<file path="src/rtl/ssadc_pkg.sv">
package ssadc_pkg;
  typedef enum logic {
    PH_IDLE = 1'b0,
    PH_RUN  = 1'b1
  } phase_t;
endpackage

</file>
<file path="src/rtl/ssadc_counter.sv">
module ssadc_counter #(
  parameter int W = 12
) (
  input  logic         clk,
  input  logic         rst,
  input  logic         clr,
  input  logic         en,
  output logic [W-1:0] q,
  output logic         at_max
);
  logic [W-1:0] tgl;

  // Per-bit toggle stages; each toggle enable is one wide AND of lower bits.
  for (genvar i = 0; i < W; i++) begin : g_stage
    logic bit_q;
    if (i == 0) begin : g_lsb
      assign tgl[i] = 1'b1;
    end else begin : g_upper
      assign tgl[i] = &q[i-1:0];
    end

    always_ff @(posedge clk) begin
      if (rst || clr) begin
        bit_q <= 1'b0;
      end else if (en && tgl[i]) begin
        bit_q <= ~bit_q;
      end
    end

    assign q[i] = bit_q;
  end

  assign at_max = &q;

  // one step per enabled cycle, across every carry
  a_r3_step: assert property (@(posedge clk) disable iff (rst)
    (en && !clr) |=> (q == $past(q) + 1'b1));

  // counter parks when not enabled
  a_r7_park: assert property (@(posedge clk) disable iff (rst)
    (!en && !clr) |=> $stable(q));
endmodule

</file>
<file path="src/rtl/ssadc_sequencer.sv">
module ssadc_sequencer (
  input  logic clk,
  input  logic rst,
  input  logic start,
  input  logic at_max,
  output logic conv_clr,
  output logic cnt_en,
  output logic running,
  output logic term,
  output logic done
);
  import ssadc_pkg::*;

  phase_t phase;
  logic   start_q;

  always_ff @(posedge clk) begin
    if (rst) start_q <= 1'b0;
    else     start_q <= start;
  end

  assign conv_clr = start && !start_q;
  assign running  = (phase == PH_RUN);
  assign term     = running && at_max;
  assign cnt_en   = running && !at_max;

  always_ff @(posedge clk) begin
    if (rst) begin
      phase <= PH_IDLE;
      done  <= 1'b0;
    end else begin
      done <= term && !conv_clr;
      if (conv_clr)  phase <= PH_RUN;
      else if (term) phase <= PH_IDLE;
    end
  end

  // a start transition always leaves the block running
  a_r1_start_runs: assert property (@(posedge clk) disable iff (rst)
    conv_clr |=> running);

  // done is a single-cycle pulse
  a_r7_done_single: assert property (@(posedge clk) disable iff (rst)
    done |=> !done);

  // done never coincides with a running conversion
  a_r7_done_idle: assert property (@(posedge clk) disable iff (rst)
    done |-> !running);
endmodule

</file>
<file path="src/rtl/ssadc_column.sv">
module ssadc_column #(
  parameter int W = 12
) (
  input  logic         clk,
  input  logic         rst,
  input  logic         clr,
  input  logic         running,
  input  logic         term,
  input  logic         cmp,
  input  logic [W-1:0] code,
  output logic [W-1:0] result
);
  logic captured;
  logic hit;

  assign hit = running && !captured && cmp;

  always_ff @(posedge clk) begin
    if (rst || clr) begin
      result   <= '0;
      captured <= 1'b0;
    end else if (hit) begin
      result   <= code;
      captured <= 1'b1;
    end else if (term && !captured) begin
      result   <= '1;
      captured <= 1'b1;
    end
  end

  // once captured, the result is frozen until the next clear
  a_r5_frozen: assert property (@(posedge clk) disable iff (rst)
    (captured && !clr) |=> $stable(result));

  // no comparator decision by full scale gives the full-scale code
  a_r6_saturate: assert property (@(posedge clk) disable iff (rst)
    (term && !captured && !clr) |=> (result == {W{1'b1}}));

  // a clear empties the register
  a_r1_cleared: assert property (@(posedge clk) disable iff (rst)
    clr |=> (result == '0));
endmodule

</file>
<file path="src/rtl/ssadc_ctrl.sv">
module ssadc_ctrl #(
  parameter int NCOL = 32,
  parameter int W    = 12
) (
  input  logic              clk,
  input  logic              rst,
  input  logic              start,
  input  logic [NCOL-1:0]   cmp,
  output logic [W-1:0]      ramp_code,
  output logic [NCOL*W-1:0] result,
  output logic              done
);
  localparam logic [W-1:0] FULL = {W{1'b1}};

  logic conv_clr, cnt_en, running, term, at_max;

  ssadc_sequencer u_seq (
    .clk     (clk),
    .rst     (rst),
    .start   (start),
    .at_max  (at_max),
    .conv_clr(conv_clr),
    .cnt_en  (cnt_en),
    .running (running),
    .term    (term),
    .done    (done)
  );

  ssadc_counter #(.W(W)) u_cnt (
    .clk   (clk),
    .rst   (rst),
    .clr   (conv_clr),
    .en    (cnt_en),
    .q     (ramp_code),
    .at_max(at_max)
  );

  for (genvar c = 0; c < NCOL; c++) begin : g_col
    ssadc_column #(.W(W)) u_col (
      .clk    (clk),
      .rst    (rst),
      .clr    (conv_clr),
      .running(running),
      .term   (term),
      .cmp    (cmp[c]),
      .code   (ramp_code),
      .result (result[c*W +: W])
    );
  end

  // done appears only while the counter sits at full scale
  a_r7_done_full: assert property (@(posedge clk) disable iff (rst)
    done |-> (ramp_code == FULL));

  // a start transition zeroes the ramp code
  a_r1_ramp_zero: assert property (@(posedge clk) disable iff (rst)
    (start && !$past(start)) |=> (ramp_code == '0));
endmodule

</file>
<file path="config.mk">
export PLATFORM = sky130hd
export DESIGN_NAME = ssadc_ctrl
export DESIGN_NICKNAME = d
export VERILOG_FILES = /design/src/rtl/ssadc_pkg.sv /design/src/rtl/ssadc_counter.sv /design/src/rtl/ssadc_sequencer.sv /design/src/rtl/ssadc_column.sv /design/src/rtl/ssadc_ctrl.sv
export SDC_FILE = /design/constraint.sdc
export NUM_CORES = 1
export LEC_CHECK = 0
export BUFFER_PORTS_ARGS = -buffer_cell sky130_fd_sc_hd__buf_2
export CAP_MARGIN = 20
export CORE_MARGIN = 2
export CORE_UTILIZATION = 49
export CTS_CLUSTER_DIAMETER = 40
export CTS_CLUSTER_SIZE = 8
export DETAILED_ROUTE_END_ITERATION = 10
export GPL_TIMING_DRIVEN = 0
export HOLD_SLACK_MARGIN = 0.12
export PLACE_DENSITY = 0.72
export SLEW_MARGIN = 20
export SYNTH_ARGS = -nofsm -noshare
export SYNTH_HDL_FRONTEND = slang
export SYNTH_SLANG_ARGS = --single-unit
</file>
<file path="constraint.sdc">
create_clock -name clk -period 4.7 [get_ports clk]
set_clock_uncertainty 0.1 [all_clocks]
set_input_delay 0.94 -clock clk [delete_from_list [all_inputs] [get_ports clk]]
set_output_delay 0.94 -clock clk [all_outputs]
set_load 0.02 [all_outputs]
</file>
==> results.py, run 1 <==
metrics = {
    "clocking": {
        "insertion_delay_ns": 0.56,
        "clk_pin_slew_ns": 0.05,
        "htree_levels": 3,
        "cts_inserted_buffers": 67,
        "hold_buffers": 0,
        "ctsLongestPathBuffers": 3,
        "cts-root-buf": "clkbuf_16",
        "cts_resized": 0,
        "cts_tree": "built",
        "cts_sinks": 431,
        "postCtsSetupRepairBufs": 0,
    },
    "yosys": {
        "syn_nets": 1662,
        "yosys_warnings": 0,
        "syn_inst": 1627,
        "synth_edf_count": 0,
        "synth_cell_types": 35,
        "synth_top_cell_area_share": 0.5301,
        "ys_ff_latch": 431,
        "yosys.area.top_type": "dfxtp_1",
        "synthArstFlopShare": 0,
        "yosysSeqAreaShare": 0.5301,
        "synth_common_cells": "dfxtp_1 (431), o21a_1 (403), a31oi_1 (389)",
        "synthTopCellsByArea": "dfxtp_1 (53%), o21a_1 (19%), a31oi_1 (15%), clkbuf_1 (3.5%), nor2b_1 (1.3%)",
        "synth.most_common_cell": "dfxtp_1",
        "avgSynthCellArea_sq_um": 10.00,
        "synth.cell_area_sq_mm": 0.01628,
        "synth-main-ff-cell": "dfxtp_1",
    },
    "setup_path": {
        "critPathMaxStageDelay_ns": 0.59,
        "cp_slowest_cell": "clkbuf_1",
        "cp-end-kind": "flop",
        "arrival_ns": 2.98,
        "worstPathRequired_ns": 5.07,
        "crit_path_start_kind": "flop",
        "worstPathMaxFanout": 10,
        "worstSetupPathType": "flop to flop",
        "cpMostUsedCell": "clkbuf_1",
        "path_cells": "clkbuf_1 > clkbuf_1 > clkbuf_1 > o21ai_1 > a21oi_1",
    },
    "power_and_ir_drop": {
        "p_leak_nw": 9.167,
        "ir_drop_v": 0.0003160,
        "p_total_mw": 9.272,
        "power_density_mw_per_mm2": 442.7,
    },
    "global_routing": {
        "grt_max_degree": 11,
        "antenna_found_initial": 5,
        "grt_pass1_wl_mm": 85.51,
        "grt_use_total": 0.3254,
        "first_global_vias": 14590,
        "grt_remaining_overflow": 0,
    },
    "timing": {
        "fin_ws_ns": 2.096,
        "timing.final.crit_period_ns": 2.604,
        "maxSlewViolCount": 0,
        "final_hold_viol_count": 0,
        "period_share": 0.5540,
        "finalSetupTns_ns": 0,
        "tightest_slew_ns": 1.025,
        "setup_viol": 0,
        "max_clock_freq_ghz": 0.3841,
        "relSlewSlack": 0.3164,
        "rsz0062_at_grt": "false",
    },
    "detailed_routing": {
        "ant_nets": 0,
        "first_pass_iters": 6,
        "drc": 0,
        "routed_wl_mm": 58.58,
        "vias": 15430,
        "drt-wirelength-per-cell_um": 22.61,
        "detail_route.vias_per_cell": 5.956,
        "drt_iter0_markers": 1128,
    },
    "finish": {
        "final_nets": 2162,
        "syn_to_final_growth_pct": 28.69,
        "drive_gt1_frac": 0.2710,
        "fill_cells": 2764,
    },
    "min_path": {
        "hp-class": "flop to flop",
    },
    "placed_design": {
        "dp_slack_ns": 1.578,
        "portBuffers": 431,
        "gp_congestion": 0.8395,
        "hpwl_mm": 40.58,
    },
    "die": {
        "io_pins": 432,
        "die-area_sq_mm": 0.03469,
        "start_util": 0.4990,
        "die_h_um": 186.3,
        "core_sq_mm": 0.03262,
        "die_w_um": 186.3,
        "row_count": 66,
    },
    "flow_run": {
        "maxCapViolCount": 0,
    },
    "run_status": {
        "status": "completed",
    },
}
==> final cells by class <==
class,count,area [sq um],area share
multi-input combinational,946,6455,0.3082
clock buffer,76,1773,0.08464
timing repair buffer,431,2157,0.1030
sequential,431,8628,0.4119
antenna,5,12.51,0.0005973
tap,442,553.0,0.02640
clock inverter,10,173.9,0.008303
inverter,44,165.2,0.007885
buffer,206,1028,0.04910
==> worst max-delay path: cells and delay by family, from the launching register on <==
family	cells	cell delay (ns)
buf+inv	3	1.54
compound gates	2	0.33
flops	1	0.55
==> sequential cells by signal, indices dropped and copies added, names as in the netlist <==
register              cells
g_col.u_col.result      384
g_col.u_col.captured     32
u_cnt.g_stage.bit_q      12
u_seq.done                1
u_seq.running             1
u_seq.start_q             1
==> logic make-up (layout without fill, tap and decap cells) <==
kind of cell,Yosys count,in the layout,share of synthesized area
DFF,431,431,0.5301
buffers and inverters,250,767,0.07333
AOI/OAI and AO/OA,885,885,0.3735
xor gates and xnor gates,1,1,0.0005382
other,0,5,0
and+or+nand+nor,60,60,0.02252
==> routing by layer <==
metal | vias up | track usage | routed length [um]
li1 | 7065 | - | -
met4 | 0 | 0.1556 | 2526
met3 | 141 | 0.08372 | 5193
met1 | 7496 | 0.4136 | 24090
met5 | - | 0 | 0
met2 | 729 | 0.5179 | 26760
==> path summary, 6_finish.rpt <==
path                            cells past startpoint                        to  slack (ns)               startpoint
worst max register to register                      5  g_col[18].u_col.captured        2.10            u_seq.running
worst min register to register                      2   g_col[7].u_col.captured        0.35  g_col[7].u_col.captured
worst max-delay path                                5  g_col[18].u_col.captured        2.10            u_seq.running
worst min-delay path                                2   g_col[7].u_col.captured        0.35  g_col[7].u_col.captured
==> per-stage QoR <==
step	cells	hold slack [ns]	utilization	instance area, sq um
3_5_place_dp	2500	0.3368	0.5821	18990
4_1_cts	2586	0.3443	0.6418	20930
5_1_grt	2590	0.3577	0.6421	20940
6_report	2591	0.3460	0.6422	20950
3_3_place_gp	2500	0.3325	0.5821	18990
2_1_floorplan	1627	0.3259	-	16280
==> cell usage in the layout, fill, tap and decap left out, types with 2 or more instances in the layout <==
master     instances
clkbuf_1         157
nor2_1             5
a31oi_1          389
buf_4             23
buf_2            442
o21ai_0            7
nand2_1            3
clkinv_1           2
o31a_1             2
buf_6             17
clkinv_2           2
or4_1              2
nand2b_1           2
clkbuf_16         69
o21a_1           403
dfxtp_1          431
nor3_1             2
o21ai_1           29
o21a_4            14
nand3_1            3
nor2b_1           34
clkbuf_8           2
a21oi_1           38
diode_2            5
inv_1             42
and3_1             3
bufinv_16          3
clkinv_8           4
==> where the power goes <==
| part | leakage, nW | switching, mW | internal [mW] |
|---|---|---|---|
| combinational | 4.72 | 0.639 | 0.331 |
| clock | 0.953 | 1.62 | 2.81 |
| sequential | 3.50 | 0.0746 | 3.80 |
(Power assumes the default switching activity.)
==> run 2, diff against run 1 <==
CORE_UTILIZATION = 47   (was 49)
clock period = 2.1 ns   (was 4.7 ns; I/O delays follow)
==> results.py, run 2 (synthesis results as in run 1) <==
metrics = {
    "run_status": {
        "status": "completed",
    },
    "setup_path": {
        "r2r_start": "u_seq.start_q",
        "worstPathMaxFanout": 10,
        "rrSetupSlack_ns": 0.04,
        "path_cells": "nand2b_1 > nand2b_1 > buf_2 > clkbuf_2 > clkbuf_1 > a31oi_1 > o21a_1",
        "cp-end-kind": "flop",
        "crit_buf_inv": 3,
        "crit_family": "buffers and inverters",
        "cpMostUsedCell": "nand2b_1",
        "worstSetupPathType": "flop to flop",
        "critPathMaxStageDelay_ns": 0.38,
        "worstRegToRegCells": 7,
        "crit_path_start_kind": "flop",
        "arrival_ns": 2.41,
        "worstPathRequired_ns": 2.45,
        "cp_slowest_cell": "clkbuf_1",
        "crit_start": "u_seq.start_q",
        "r2r-end": "g_col[15].u_col.result[2]",
        "cp.depth": 7,
    },
    "die": {
        "die_w_um": 190.1,
        "row_count": 68,
        "core_sq_mm": 0.03429,
        "die_h_um": 190.1,
        "io_pins": 432,
        "die-area_sq_mm": 0.03614,
        "start_util": 0.4747,
    },
    "finish": {
        "top_regs": "g_col.u_col.result (384), g_col.u_col.captured (32), u_cnt.g_stage.bit_q (12)",
        "finish.utilization": 0.6221,
        "layout_common_cells": "buf_2 (442), dfxtp_1 (428), o21a_1 (403)",
        "syn_to_final_growth_pct": 31.06,
        "instances_no_fill": 2625,
        "largest_register": "g_col.u_col.result",
        "final_common_cell": "buf_2",
        "drive_gt1_frac": 0.3015,
        "final_nets": 2183,
        "largest_register_ff_count": 384,
        "finalInstanceArea_sq_mm": 0.02133,
    },
    "power_and_ir_drop": {
        "power_density_mw_per_mm2": 989.5,
        "ir_drop_v": 0.0006930,
        "p_leak_nw": 9.468,
    },
    "timing": {
        "setup_viol": 0,
        "max_clock_freq_ghz": 0.4849,
        "tightest_slew_ns": 1.038,
        "final_hold_viol_count": 0,
        "timing.final.crit_period_ns": 2.062,
        "period_share": 0.9820,
        "maxSlewViolCount": 0,
        "relSlewSlack": 0.3083,
        "whs_ns": 0.1364,
        "rsz0062_at_grt": "true",
        "fin_ws_ns": 0.03780,
    },
    "detailed_routing": {
        "drt-wirelength-per-cell_um": 22.25,
        "vias": 15540,
        "first_pass_iters": 7,
        "detail_route.vias_per_cell": 5.920,
        "routed_wl_mm": 58.40,
        "drc": 0,
        "drt_iter0_markers": 980,
        "ant_nets": 0,
    },
    "clocking": {
        "ctsLongestPathBuffers": 3,
        "insertion_delay_ns": 0.57,
        "cts_sinks": 431,
        "clk_pin_slew_ns": 0.05,
        "cts_inserted_buffers": 70,
        "htree_levels": 3,
        "cts-root-buf": "clkbuf_16",
        "cts_tree": "built",
    },
    "global_routing": {
        "grt_use_total": 0.3107,
        "antenna_found_initial": 1,
        "grt_max_degree": 11,
        "grt_pass1_wl_mm": 86.24,
        "first_global_vias": 14770,
        "grt_remaining_overflow": 0,
    },
    "min_path": {
        "hp-class": "input port to flop",
        "min_from": "cmp[23]",
        "whs_endpoint": "g_col[23].u_col.result[11]",
        "min_path_cells": 3,
    },
    "placed_design": {
        "placed_cell_area_sq_mm": 0.01900,
        "hpwl_mm": 40.60,
        "dp.cells": 2513,
        "portBuffers": 431,
        "dp_slack_ns": -0.5325,
        "gp_congestion": 0.8500,
    },
    "flow_run": {
        "maxCapViolCount": 0,
    },
}
[run 2: worst reg2reg max path, cell delays in order, from the launching register on]
cell and delay (ns):
dfxtp_1 0.29, nand2b_1 0.15, nand2b_1 0.10, buf_2 0.31, clkbuf_2 0.34, clkbuf_1 0.39, a31oi_1 0.11, o21a_1 0.16
[run 2: worst max path at each step]
stage	slack, ns	end
finish	0.04	g_col[15].u_col.result[2]
CTS	0.001	g_col[13].u_col.result[3]
detailed placement	-0.53	g_col[5].u_col.result[3]
global route	-0.09	g_col[15].u_col.result[2]
global placement	-0.52	g_col[5].u_col.result[3]
floorplan	0.42	g_col[11].u_col.result[0]
[run 2: timing repair]
item	4_1_cts	5_1_grt
setup buffers	0	4
pin swaps	0	1
endpoints found under the setup margin	370	386
cloned	0	0
hold endpoints to repair	24	0
hold buffers	14	0
resized for setup	38	59
[run 2: through the flow]
step	TNS [ns]	power, mW
finish	0	21.11
global route	-2.533	21.76
CTS	0	21.16
detailed placement	-111.88	10.95
global placement	-99.83	10.89
floorplan	0	10.23
[run 2: routing by layer]
metal	wire, um	up-vias	track usage
met3	5090	153	0.07508
met4	2569	0	0.1470
met5	0	-	0
met2	27150	705	0.5105
li1	-	7096	-
met1	23580	7587	0.3840
[run 2: power by group]
part	switching, mW	leakage [nW]	internal, mW
Clock	3.75	0.992	6.49
Combinational	1.43	4.98	0.778
Sequential	0.165	3.50	8.50
[run 2: layout make-up]
type / instances / area (sq um)
clock buffer: 76 / 1826
buffer: 206 / 1114
inverter: 44 / 165.2
antenna: 1 / 2.502
multi-input combinational: 946 / 6480
timing repair buffer: 449 / 2352
sequential: 431 / 8632
tap: 455 / 569.3
fill: 2907 / 12960
clock inverter: 17 / 191.4
==> run 3, diff against run 2 <==
CORE_MARGIN = not set   (was 2)
==> results.py, run 3 (synthesis results as in run 1) <==
metrics = {
    "setup_path": {
        "path_cells": "nand3_1 > nor4_4 > buf_6 > buf_8 > buf_6 > o21ai_1 > a21oi_1",
        "worstPathRequired_ns": 2.47,
        "worstSetupPathType": "flop to flop",
        "rrSetupSlack_ns": 0.07,
        "r2r_start": "u_cnt.g_stage[2].bit_q",
        "critPathMaxStageDelay_ns": 0.42,
        "worstPathMaxFanout": 10,
        "cp_slowest_cell": "dfxtp_1",
        "crit_path_start_kind": "flop",
        "r2r-end": "g_col[31].u_col.captured",
        "cpMostUsedCell": "buf_6",
        "worstRegToRegCells": 7,
        "arrival_ns": 2.40,
        "cp-end-kind": "flop",
    },
    "run_status": {
        "status": "completed",
    },
    "detailed_routing": {
        "first_pass_iters": 5,
        "vias": 15430,
        "drt_iter0_markers": 984,
        "ant_nets": 0,
        "drc": 0,
        "drt-wirelength-per-cell_um": 22.11,
        "routed_wl_mm": 57.73,
        "detail_route.vias_per_cell": 5.910,
    },
    "timing": {
        "timing.final.crit_period_ns": 2.034,
        "setup_viol": 0,
        "period_share": 0.9684,
        "maxSlewViolCount": 0,
        "fin_ws_ns": 0.06635,
        "max_clock_freq_ghz": 0.4917,
        "relSlewSlack": 0.3530,
        "whs_ns": 0.1409,
        "final_hold_viol_count": 0,
        "tightest_slew_ns": 0.9705,
    },
    "power_and_ir_drop": {
        "p_leak_nw": 9.437,
        "ir_drop_v": 0.0008493,
        "power_density_mw_per_mm2": 983.1,
        "p_total_mw": 20.84,
    },
    "clocking": {
        "cts_inserted_buffers": 68,
        "clk_pin_slew_ns": 0.05,
        "ctsLongestPathBuffers": 3,
        "cts_tree": "built",
        "cts_sinks": 431,
        "cts-root-buf": "clkbuf_16",
        "htree_levels": 3,
        "insertion_delay_ns": 0.56,
    },
    "global_routing": {
        "grt_pass1_wl_mm": 86.40,
        "grt_max_degree": 11,
        "grt_remaining_overflow": 0,
        "grt_use_total": 0.3156,
        "antenna_found_initial": 2,
        "first_global_vias": 14800,
    },
    "min_path": {
        "hp-class": "input port to flop",
        "min_path_cells": 3,
        "whs_endpoint": "g_col[22].u_col.result[0]",
        "min_from": "cmp[22]",
    },
    "finish": {
        "final_nets": 2175,
        "largest_register_ff_count": 384,
        "syn_to_final_growth_pct": 30.26,
        "top_regs": "g_col.u_col.result (384), g_col.u_col.captured (32), u_cnt.g_stage.bit_q (12)",
        "layout_common_cells": "buf_2 (445), dfxtp_1 (427), o21a_1 (403)",
        "drive_gt1_frac": 0.3022,
        "largest_register": "g_col.u_col.result",
        "finish.utilization": 0.6276,
        "final_common_cell": "buf_2",
        "finalInstanceArea_sq_mm": 0.02120,
    },
    "placed_design": {
        "gp_congestion": 0.8493,
        "portBuffers": 431,
        "placed_cell_area_sq_mm": 0.01899,
        "hpwl_mm": 40.21,
        "dp_slack_ns": -0.5142,
    },
    "die": {
        "die_w_um": 188.1,
        "start_util": 0.4818,
        "die_h_um": 188.1,
        "row_count": 67,
        "core_sq_mm": 0.03378,
        "io_pins": 432,
        "die-area_sq_mm": 0.03538,
    },
    "flow_run": {
        "maxCapViolCount": 0,
    },
}
-- run 3: cell count changes in the layout (fill, tap and decap cells not counted), sizes merged --
cell         change
clkbuf          +11
buf              -4
dlygate4sd3      -4
diode            +1
clkinvlp         -1
bufinv           -1
clkinv           -5
inv              -4
-- run 3: cell type report --
cell class,instances,area [sq um]
diodes,2,5.005
plain buffers,206,1124
clock buffers,85,1879
clock inverters,6,90.09
fillers,2853,12580
inverters,44,165.2
multi-input cells,946,6472
flip-flops and latches,431,8633
well taps,448,560.5
repair buffers,443,2272
-- run 3: report_power, final --
| part | internal (mW) | leakage [nW] | switching [mW] |
|---|---|---|---|
| clock network | 6.41 | 0.963 | 3.56 |
| registers | 8.50 | 3.50 | 0.164 |
| logic | 0.775 | 4.97 | 1.43 |
-- run 3: metrics by stage --
step / cells / setup TNS (ns)
after global routing: 2611 / -1.416
after CTS: 2607 / 0
after detailed placement: 2506 / -100.75
after global placement: 2506 / -95.94
final: 2611 / 0
after floorplan: 1627 / 0
-- run 3: worst max-delay path by stage --
| stage | startpoint | end | cells after the start |
|---|---|---|---|
| global placement | start | g_col[10].u_col.result[11] | 8 |
| global route | u_cnt.g_stage[2].bit_q | g_col[0].u_col.captured | 7 |
| floorplan | u_cnt.g_stage[10].bit_q | g_col[11].u_col.result[0] | 7 |
| CTS | u_seq.running | g_col[15].u_col.result[10] | 5 |
| finish | u_cnt.g_stage[2].bit_q | g_col[31].u_col.captured | 7 |
| detailed placement | start | g_col[22].u_col.result[11] | 8 |
-- run 3: per-layer routing --
layer  routed length (um)  global-route usage  part of all wire
met1                23620              0.3897              0.41
met2                26700              0.5129              0.46
met3                 5071             0.08460             0.088
met4                 2346              0.1435             0.041
met5                    0                   0                 0
-- run 3: repair_timing --
| action | 4_1_cts | 5_1_grt |
|---|---|---|
| endpoints found under the hold margin | 17 | 0 |
| endpoints found under the setup margin | 365 | 377 |
| hold buffers | 10 | 0 |
| pin swaps | 0 | 1 |
| cloned | 0 | 1 |
| resized for setup | 37 | 75 |
| buffers inserted | 0 | 1 |
-- run 3: critical path, delay by kind of cell (launching register included) --
kind            cells  cell delay (ns)
compound gates      2             0.24
buf+inv             3             0.58
flops               1             0.42
simple gates        2             0.58
